===== config.mk =====
export PLATFORM = sky130hd
export DESIGN_NAME = cmp_event_unit
export DESIGN_NICKNAME = d
export VERILOG_FILES = /design/src/rtl/cmp_event_pkg.sv /design/src/rtl/cmp_mode_decode.sv /design/src/rtl/cmp_match_detect.sv /design/src/rtl/cmp_ctrl_fsm.sv /design/src/rtl/cmp_event_unit.sv
export SDC_FILE = /design/constraint.sdc
export NUM_CORES = 1
export LEC_CHECK = 0
export CORE_AREA = 2 2 52 54
export DETAILED_ROUTE_END_ITERATION = 6
export DIE_AREA = 0 0 54 56
export PLACE_DENSITY = 0.83
export SYNTH_ARGS = -nofsm -noshare
export SYNTH_HDL_FRONTEND = slang
export SYNTH_SLANG_ARGS = --single-unit

===== constraint.sdc =====
create_clock -name clk -period 2.5 [get_ports clk]
set_input_delay 0.5 -clock clk [delete_from_list [all_inputs] [get_ports clk]]
set_output_delay 0.5 -clock clk [all_outputs]
set_load 0.02 [all_outputs]

===== src/rtl/cmp_event_pkg.sv =====
package cmp_event_pkg;

    localparam logic [3:0] MD_OFF    = 4'b0000;
    localparam logic [3:0] MD_TOGGLE = 4'b0010;
    localparam logic [3:0] MD_SET    = 4'b1000;
    localparam logic [3:0] MD_CLR    = 4'b1001;
    localparam logic [3:0] MD_FLAG   = 4'b1010;
    localparam logic [3:0] MD_EVENT  = 4'b1011;

    typedef enum logic [2:0] {
        ACT_IDLE,
        ACT_OFF,
        ACT_TOGGLE,
        ACT_SET,
        ACT_CLEAR,
        ACT_FLAG,
        ACT_EVENT
    } act_e;

    typedef enum logic [1:0] {
        ST_IDLE,
        ST_LOAD,
        ST_ARMED
    } state_e;

    function automatic logic act_is_compare(input act_e a);
        return (a == ACT_TOGGLE) || (a == ACT_SET) || (a == ACT_CLEAR) ||
               (a == ACT_FLAG)   || (a == ACT_EVENT);
    endfunction

    function automatic logic act_drives_pin(input act_e a);
        return (a == ACT_TOGGLE) || (a == ACT_SET) || (a == ACT_CLEAR);
    endfunction

endpackage


===== src/rtl/cmp_mode_decode.sv =====
module cmp_mode_decode
    import cmp_event_pkg::*;
#(
    parameter bit HAS_EVENT = 1'b1
) (
    input  logic [3:0] mode,
    output act_e       act
);

    act_e ev_act;

    generate
        if (HAS_EVENT) begin : g_event
            assign ev_act = ACT_EVENT;
        end else begin : g_no_event
            assign ev_act = ACT_FLAG;
        end
    endgenerate

    always_comb begin
        act = ACT_IDLE;
        case (mode)
            MD_OFF:    act = ACT_OFF;
            MD_TOGGLE: act = ACT_TOGGLE;
            MD_SET:    act = ACT_SET;
            MD_CLR:    act = ACT_CLEAR;
            MD_FLAG:   act = ACT_FLAG;
            MD_EVENT:  act = ev_act;
            default:   act = ACT_IDLE;
        endcase
    end

endmodule


===== src/rtl/cmp_match_detect.sv =====
module cmp_match_detect #(
    parameter int W = 16
) (
    input  logic         clk,
    input  logic         rst_n,
    input  logic [W-1:0] tmr_val,
    input  logic [W-1:0] cmp_val,
    output logic         hit
);

    logic eq_now;
    logic eq_prev;

    assign eq_now = (tmr_val == cmp_val);
    assign hit    = eq_now && !eq_prev;

    always_ff @(posedge clk or negedge rst_n) begin
        if (!rst_n) begin
            eq_prev <= 1'b0;
        end else begin
            eq_prev <= eq_now;
        end
    end

endmodule


===== src/rtl/cmp_ctrl_fsm.sv =====
module cmp_ctrl_fsm
    import cmp_event_pkg::*;
#(
    parameter bit ADC_TRIG_EN = 1'b1
) (
    input  logic       clk,
    input  logic       rst_n,
    input  logic [3:0] mode,
    input  act_e       act,
    input  logic       hit,
    input  logic       flag_clr,
    output logic       pin_out,
    output logic       pin_oe,
    output logic       irq_flag,
    output logic       tmr_clear,
    output logic       adc_go
);

    state_e     state;
    state_e     state_nx;
    logic [3:0] mode_q;
    act_e       act_q;
    logic       changed;
    logic       fire;

    assign changed = (mode != mode_q);
    assign fire    = (state == ST_ARMED) && hit && !changed;

    always_comb begin
        state_nx = state;
        if (changed) begin
            state_nx = act_is_compare(act) ? ST_LOAD : ST_IDLE;
        end else begin
            unique case (state)
                ST_IDLE:  state_nx = ST_IDLE;
                ST_LOAD:  state_nx = ST_ARMED;
                ST_ARMED: state_nx = ST_ARMED;
                default:  state_nx = ST_IDLE;
            endcase
        end
    end

    // State register, with the mode it was entered for
    always_ff @(posedge clk or negedge rst_n) begin
        if (!rst_n) begin
            state  <= ST_IDLE;
            mode_q <= MD_OFF;
            act_q  <= ACT_OFF;
        end else begin
            state  <= state_nx;
            mode_q <= mode;
            act_q  <= act;
        end
    end

    // Output registers
    always_ff @(posedge clk or negedge rst_n) begin
        if (!rst_n) begin
            pin_out   <= 1'b0;
            irq_flag  <= 1'b0;
            tmr_clear <= 1'b0;
            adc_go    <= 1'b0;
        end else begin
            tmr_clear <= 1'b0;
            adc_go    <= 1'b0;
            if (changed) begin
                pin_out <= (act == ACT_CLEAR);
                if (act == ACT_OFF || flag_clr) begin
                    irq_flag <= 1'b0;
                end
            end else begin
                if (flag_clr) begin
                    irq_flag <= 1'b0;
                end
                if (fire) begin
                    case (act)
                        ACT_TOGGLE: pin_out <= !pin_out;
                        ACT_SET: begin
                            pin_out  <= 1'b1;
                            irq_flag <= 1'b1;
                        end
                        ACT_CLEAR: begin
                            pin_out  <= 1'b0;
                            irq_flag <= 1'b1;
                        end
                        ACT_FLAG: irq_flag <= 1'b1;
                        ACT_EVENT: begin
                            irq_flag  <= 1'b1;
                            tmr_clear <= 1'b1;
                            adc_go    <= ADC_TRIG_EN;
                        end
                        default: ;
                    endcase
                end
            end
        end
    end

    assign pin_oe = (state != ST_IDLE) && act_drives_pin(act_q);

endmodule


===== src/rtl/cmp_event_unit.sv =====
module cmp_event_unit
    import cmp_event_pkg::*;
#(
    parameter int W           = 16,
    parameter bit HAS_EVENT   = 1'b1,
    parameter bit ADC_TRIG_EN = 1'b1
) (
    input  logic         clk,
    input  logic         rst_n,
    input  logic [3:0]   mode,
    input  logic [W-1:0] cmp_val,
    input  logic [W-1:0] tmr_val,
    input  logic         flag_clr,
    output logic         pin_out,
    output logic         pin_oe,
    output logic         irq_flag,
    output logic         tmr_clear,
    output logic         adc_go
);

    act_e act;
    logic hit;

    cmp_mode_decode #(.HAS_EVENT(HAS_EVENT)) u_decode (
        .mode (mode),
        .act  (act)
    );

    cmp_match_detect #(.W(W)) u_match (
        .clk     (clk),
        .rst_n   (rst_n),
        .tmr_val (tmr_val),
        .cmp_val (cmp_val),
        .hit     (hit)
    );

    cmp_ctrl_fsm #(.ADC_TRIG_EN(ADC_TRIG_EN)) u_fsm (
        .clk       (clk),
        .rst_n     (rst_n),
        .mode      (mode),
        .act       (act),
        .hit       (hit),
        .flag_clr  (flag_clr),
        .pin_out   (pin_out),
        .pin_oe    (pin_oe),
        .irq_flag  (irq_flag),
        .tmr_clear (tmr_clear),
        .adc_go    (adc_go)
    );

endmodule


# --- Word-level counts from Yosys, hierarchy flattened ---
# Cells that the tools add are included.
word_totals:
  register_bits: 13
  latchBits: 0
  ram_bits: 0
  mem_bits_ro: 0
  inputBits: 39
  output_inout_bits: 5
  word_cells: 62
  memories: 0
op_classes:
  n_addsub: 0
  multipliers: 0
  div_mod_pow: 0
  n_lt_le_gt_ge: 0
  n_eq_ne: 19
  shifts: 0
  n_mux: 15
  bitwise: 0
  n_reduce_logical: 21
ops:
  columns: ["op", "count"]
  rows:
  - ["3-bit case mux with 6 select lines", 1]
  - ["16-bit equality test", 1]
  - ["4-bit equality test, second input constant", 4]
  - ["3-bit by 2-bit equality test with 1-bit output, second input constant", 4]
  - ["3-bit equality test, second input constant", 4]
  - ["1-bit 2-to-1 mux", 11]
  - ["1-bit logical OR", 7]
  - ["4-bit by 2-bit equality test with 1-bit output, second input constant", 1]
  - ["1-bit logical AND", 4]
  - ["4-bit zero test", 1]
  - ["2-bit 2-to-1 mux", 2]
  - ["4-bit inequality test", 1]
  - ["2-bit nonzero test", 2]
  - ["4-bit nonzero test", 1]
  - ["4-bit OR reduction", 1]
  - ["3-bit by 1-bit equality test with 1-bit output, second input constant", 1]
  - ["1-bit zero test", 3]
  - ["1-bit case mux with 3 select lines", 1]
  - ["2-bit by 1-bit equality test with 1-bit output, second input constant", 1]
  - ["2-bit equality test, second input constant", 1]
  - ["2-bit inequality test, second input constant", 1]
  - ["2-bit AND reduction", 1]
  - ["2-bit OR reduction", 1]

# --- Longest topological paths before layout ---
depth:
  depth_word: 9
  mapped_depth: 6
  ltp_nobuf: 6

# --- Cells and area by module ---
# From an unflattened synthesis, not the netlist that was laid out.
hier_totals:
  cells_unflattened: 79
  hier_area_um2: 838.3
modules_own_cells:
  columns: ["mod", "n_inst", "cells_each", "area_per_inst_um2", "seq_area_each_um2"]
  rows:
  - ["cmp_ctrl_fsm", 1, 47, 570.5, 301.5]
  - ["cmp_match_detect", 1, 23, 209.0, 25.0]
  - ["cmp_mode_decode", 1, 9, 58.8, 0.0]

# --- Worst setup path before layout ---
# OpenSTA, ideal clock, no wires.
synth_path:
  path_kind: "input-to-reg"
  startpoint: "in mode[0]"
  endpoint: "reg u_fsm.pin_out"
  setup_time_ps: 126
  arrival_time_ps: 1663
  required_time_ps: 2374
  slack_ps: 711
  cell_stages: 5
  n_path_buf: 1
  cell_sequence: "buf_2 > xor2_1 > nor4_2 > nor3_1 > a311o_1"
synth_between:
  elab_chain_cells: 6
  elab_cells_between_ends: 19
  classes_between: "eq/ne: 9; mux: 4; reduce/logical: 6"
synth_lines:
  columns: ["element", "line", "source"]
  rows:
  - ["from (decl)", "cmp_event_unit.sv:10", "input logic [3:0] mode,"]
  - ["4-bit equality test (tied with other cells)", "cmp_mode_decode.sv:22", "case (mode)"]
  - ["3-bit case mux with 6 select lines", "cmp_mode_decode.sv:22", null]
  - ["3-bit equality test / 3-bit by 2-bit equality test with 1-bit output (equally long branches)", "cmp_ctrl_fsm.sv:67, cmp_ctrl_fsm.sv:76", null]
  - ["1-bit case mux with 3 select lines", "cmp_ctrl_fsm.sv:76", "case (act)"]
  - ["1-bit 2-to-1 mux", "cmp_ctrl_fsm.sv:75", "if (fire) begin"]
  - ["1-bit 2-to-1 mux", "cmp_ctrl_fsm.sv:66", "if (changed) begin"]
  - ["to (signal assigned)", "cmp_ctrl_fsm.sv:67", "pin_out <= (act == ACT_CLEAR);"]
  - ["to (signal assigned)", "cmp_ctrl_fsm.sv:77", "ACT_TOGGLE: pin_out <= !pin_out;"]
  - ["to (decl)", "cmp_ctrl_fsm.sv:12", "output logic pin_out,"]
# Parallel ways exist; a longest one is shown, timed or not. The select of a mux whose other input is x is not followed.
# A chain may end at the register's enable or synchronous reset.

# --- Worst setup path in the final report ---
layout_path:
  startpoint: "reg u_fsm.act_q[0]"
  endpoint: "out pin_oe"
layout_between:
  elab_chain_cells: 4
  elab_cells_between_ends: 6
  classes_between: "eq/ne: 3; reduce/logical: 3"
layout_lines:
  columns: ["element", "line", "source"]
  rows:
  - ["from (decl)", "cmp_ctrl_fsm.sv:22", "act_e act_q;"]
  - ["from (signal assigned)", "cmp_ctrl_fsm.sv:52", "act_q <= act;"]
  - ["3-bit by 2-bit equality test with 1-bit output", "cmp_event_pkg.sv:32", "return (a == ACT_TOGGLE) || (a == ACT_SET) || (a == ACT_CLEAR);"]
  - ["1-bit logical OR", "cmp_event_pkg.sv:32", null]
  - ["1-bit logical OR *", "cmp_event_pkg.sv:32", null]
  - ["1-bit logical AND *", "cmp_ctrl_fsm.sv:99", "assign pin_oe = (state != ST_IDLE) && act_drives_pin(act_q);"]
  - ["to (decl)", "cmp_event_unit.sv:15", "output logic pin_oe,"]
# Mark *: on every way between the ends. The rest lies on a longest branch, timed or not.

==> results_dict.tcl <==
set metrics [dict create \
    status "complete, no violations" \
    grt_max_degree 14 \
    critPathLaunchType "register" \
    cp-end-kind "output pin" \
    cts_buffer_depth 2 \
    synth_flop_cell "dfrtp_1" \
    synth_area_um2 825 \
    cp_cell_sequence "nor2_1 > mux2i_1 > nor2_1 > clkdlybuf4s50_1" \
    post-layout-total-power_w 0.000490 \
    place_hpwl_um 1590 \
    post_cts_hold_fix_bufs 0 \
    clkSlewWorstSetupHoldPaths_ns 0.07 \
    hold_violations 0 \
    clock_tree.htree_level_count 1 \
    drtPass1Iterations 5 \
    die_x_um 54 \
    first_global_vias 790 \
    holdPathStages 2 \
    drtIter0Drc 6 \
    layout_min_cycle_time_ns 2.05 \
    detail-route-antenna-nets 0 \
    yosys_register_bits 13 \
    slowest_stage "clkdlybuf4s50_1" \
    cts_post_setup_buffers_inserted 0 \
    max_freq_mhz 488 \
    vias 742 \
    drv_cap 0 \
    layout-drive-gt1-share 0.0709 \
    yosysWarnings 0 \
    synth_edf_count 0 \
    synth_area_per_cell_um2 10.2 \
    route.detailed.wl_per_inst_um 12.1 \
    netlist-cell-type-count 28 \
    tritoncts_clock_tree "done" \
    slew_viol_final 0 \
    cts.repair.resized 0 \
    io_pins 44 \
    largest_fanout_of_any_net_on_the_critical_path 1 \
    grt_antenna_before_repair 0 \
    cts_buffers 3 \
    report.final.setup_viol 0 \
    fin_crit_sh 0.820 \
    floorplan.rows 18 \
    cellLeakagePower_nw 0.523 \
    synthesis.nets 122 \
    grt_use_total 0.156 \
    rr_endpoint "u_fsm.pin_out$_DFFE_PN0P_" \
    finalWeightedCongestion 0.784 \
    cellPowerDensity_nw_per_um2 373 \
    synthesis.instances 81 \
    rrSetupSlack_ns 1.00 \
    reg2reg_from "u_fsm.state[0]$_DFF_PN0_" \
    tightest_slew_ns 0.587 \
    remaining_drc_errors 0 \
    rsz0062_at_grt "no" \
    numPortBuffers 43 \
    worstSetupPathType "reg -> out" \
    core_um2 2430 \
    crit_top_cell "nor2_1" \
    fin_tns_setup_ns 0 \
    worst-r2r-cell-count 5 \
    worstPathArrival_ns 1.55 \
    globalRoute.totalOverflow 0 \
    finClkSkew_ns 0.000995 \
    worstHoldEndpoint "u_fsm.irq_flag$_DFFE_PN0P_" \
    numClockSinks 13 \
    crit_required_ns 2.00 \
    drt_wl_total_um 1900 \
    hold_class "reg -> reg" \
    synthArstFlopShare 1.00 \
    layout.cells.most_common_list "clkdlybuf4s50_1, xnor2_1, dfrtp_1, nand4_1" \
    part_of_the_yosys_area_used_for_sequential_elements 0.396 \
    design.die.area_um2 3020 \
    vias_per_std_cell 4.73 \
    slew-limit-headroom 0.608 \
    clockRootBuffer "clkbuf_4" \
    layout_commonest_cell "clkdlybuf4s50_1" \
    irDropWorstVdd_mv 0.359 \
    area_growth_syn_to_layout_pct 59.3 \
    floorplan.die.height_um 56 \
    hold_path_startpoint "u_fsm.irq_flag$_DFFE_PN0P_" \
    start_util 0.339 \
    max_stage_delay_ns 0.53 \
    finalNetCount 169 \
    clk_latency_ns 0.27 \
    n_antenna_cell 0 \
    grt_first_pass_wirelength_um 3500 \
]
worst max-delay path by stage:
| stage | cells after the start | startpoint | slack (ns) | end |
|---|---|---|---|---|
| floorplan | 5 | mode[0] | 0.71 | u_fsm.pin_out$_DFFE_PN0P_ |
| global placement | 6 | cmp_val[11] | 0.23 | u_fsm.pin_out$_DFFE_PN0P_ |
| detailed placement | 6 | tmr_val[5] | 0.16 | u_fsm.pin_out$_DFFE_PN0P_ |
| CTS | 4 | u_fsm.act_q[0]$_DFF_PN1_ | 0.43 | pin_oe |
| global route | 4 | u_fsm.act_q[1]$_DFF_PN0_ | 0.30 | pin_oe |
| finish | 4 | u_fsm.act_q[0]$_DFF_PN1_ | 0.45 | pin_oe |
routing by layer:
layer  wire (µm)  vias to the layer above  GRT usage
met1         797                      355      0.183
li1            -                      366          -
met2         989                       18      0.270
met4           6                        0     0.0214
met5           0                        -          0
met3         108                        3     0.0565
synth_stat cells (2+ instances only):
master    n  area share
nor2_1    5       0.023
xor2_1    4       0.042
dfrtp_1  12        0.36
a21oi_1   3       0.018
nor2b_1   5       0.038
nand4_1   6       0.046
and2_1    2       0.015
inv_1     4       0.018
xnor2_1  17        0.18
ha_1      2       0.030
nor3_1    3       0.018
nand2_1   2      0.0091
through the flow:
step	utilization	cell area (µm²)	hold WS, ns	cells	worst slack [ns]
after floorplan	-	825	0.204	81	0.711
after global placement	0.529	1290	0.523	153	0.229
final	0.540	1310	0.544	157	0.451
after CTS	0.540	1310	0.540	157	0.431
after detailed placement	0.529	1290	0.527	153	0.163
after global routing	0.540	1310	0.569	157	0.304
power by group:
part	internal (W)	switching, W
logic	0.0000881	0.0000508
clock network	0.0000619	0.0000670
registers	0.000219	0.00000350
state kept, by name, summed over array words and instances, names as in the netlist:
| name | cells |
|---|---|
| u_fsm.pin_out | 1 |
| u_fsm.state | 2 |
| u_fsm.act_q | 3 |
| u_fsm.mode_q | 4 |
| u_fsm.tmr_clear | 1 |
| u_fsm.irq_flag | 1 |
| u_match.eq_prev | 1 |
layout make-up:
type	count	area (µm²)
Sequential cell	13	327
Clock buffer	4	26.3
Fill cell	222	1120
Inverter	4	15.0
Timing Repair Buffer	46	453
Tap cell	30	37.5
Multi-Input combinational cell	60	455
cell families after synthesis:
| logic type | after synthesis | synth area share |
|---|---|---|
| adder cells (fa/ha/maj) | 2 | 0.0303 |
| AO/OA/AOI/OAI | 7 | 0.0637 |
| buffers and inverters | 8 | 0.0516 |
| XOR/XNOR | 21 | 0.223 |
| multiplexers | 1 | 0.0121 |
| flip-flops | 13 | 0.396 |
| AND/OR/NAND/NOR | 29 | 0.223 |
worst max-delay path, delay by kind of cell, from the launching register on:
kind	cells	cell delay (ns)
and+or+nand+nor	2	0.09
DFF	1	0.52
buffers and inverters	1	0.53
muxes	1	0.14
No activity file was read; power rests on OpenSTA's default activity.
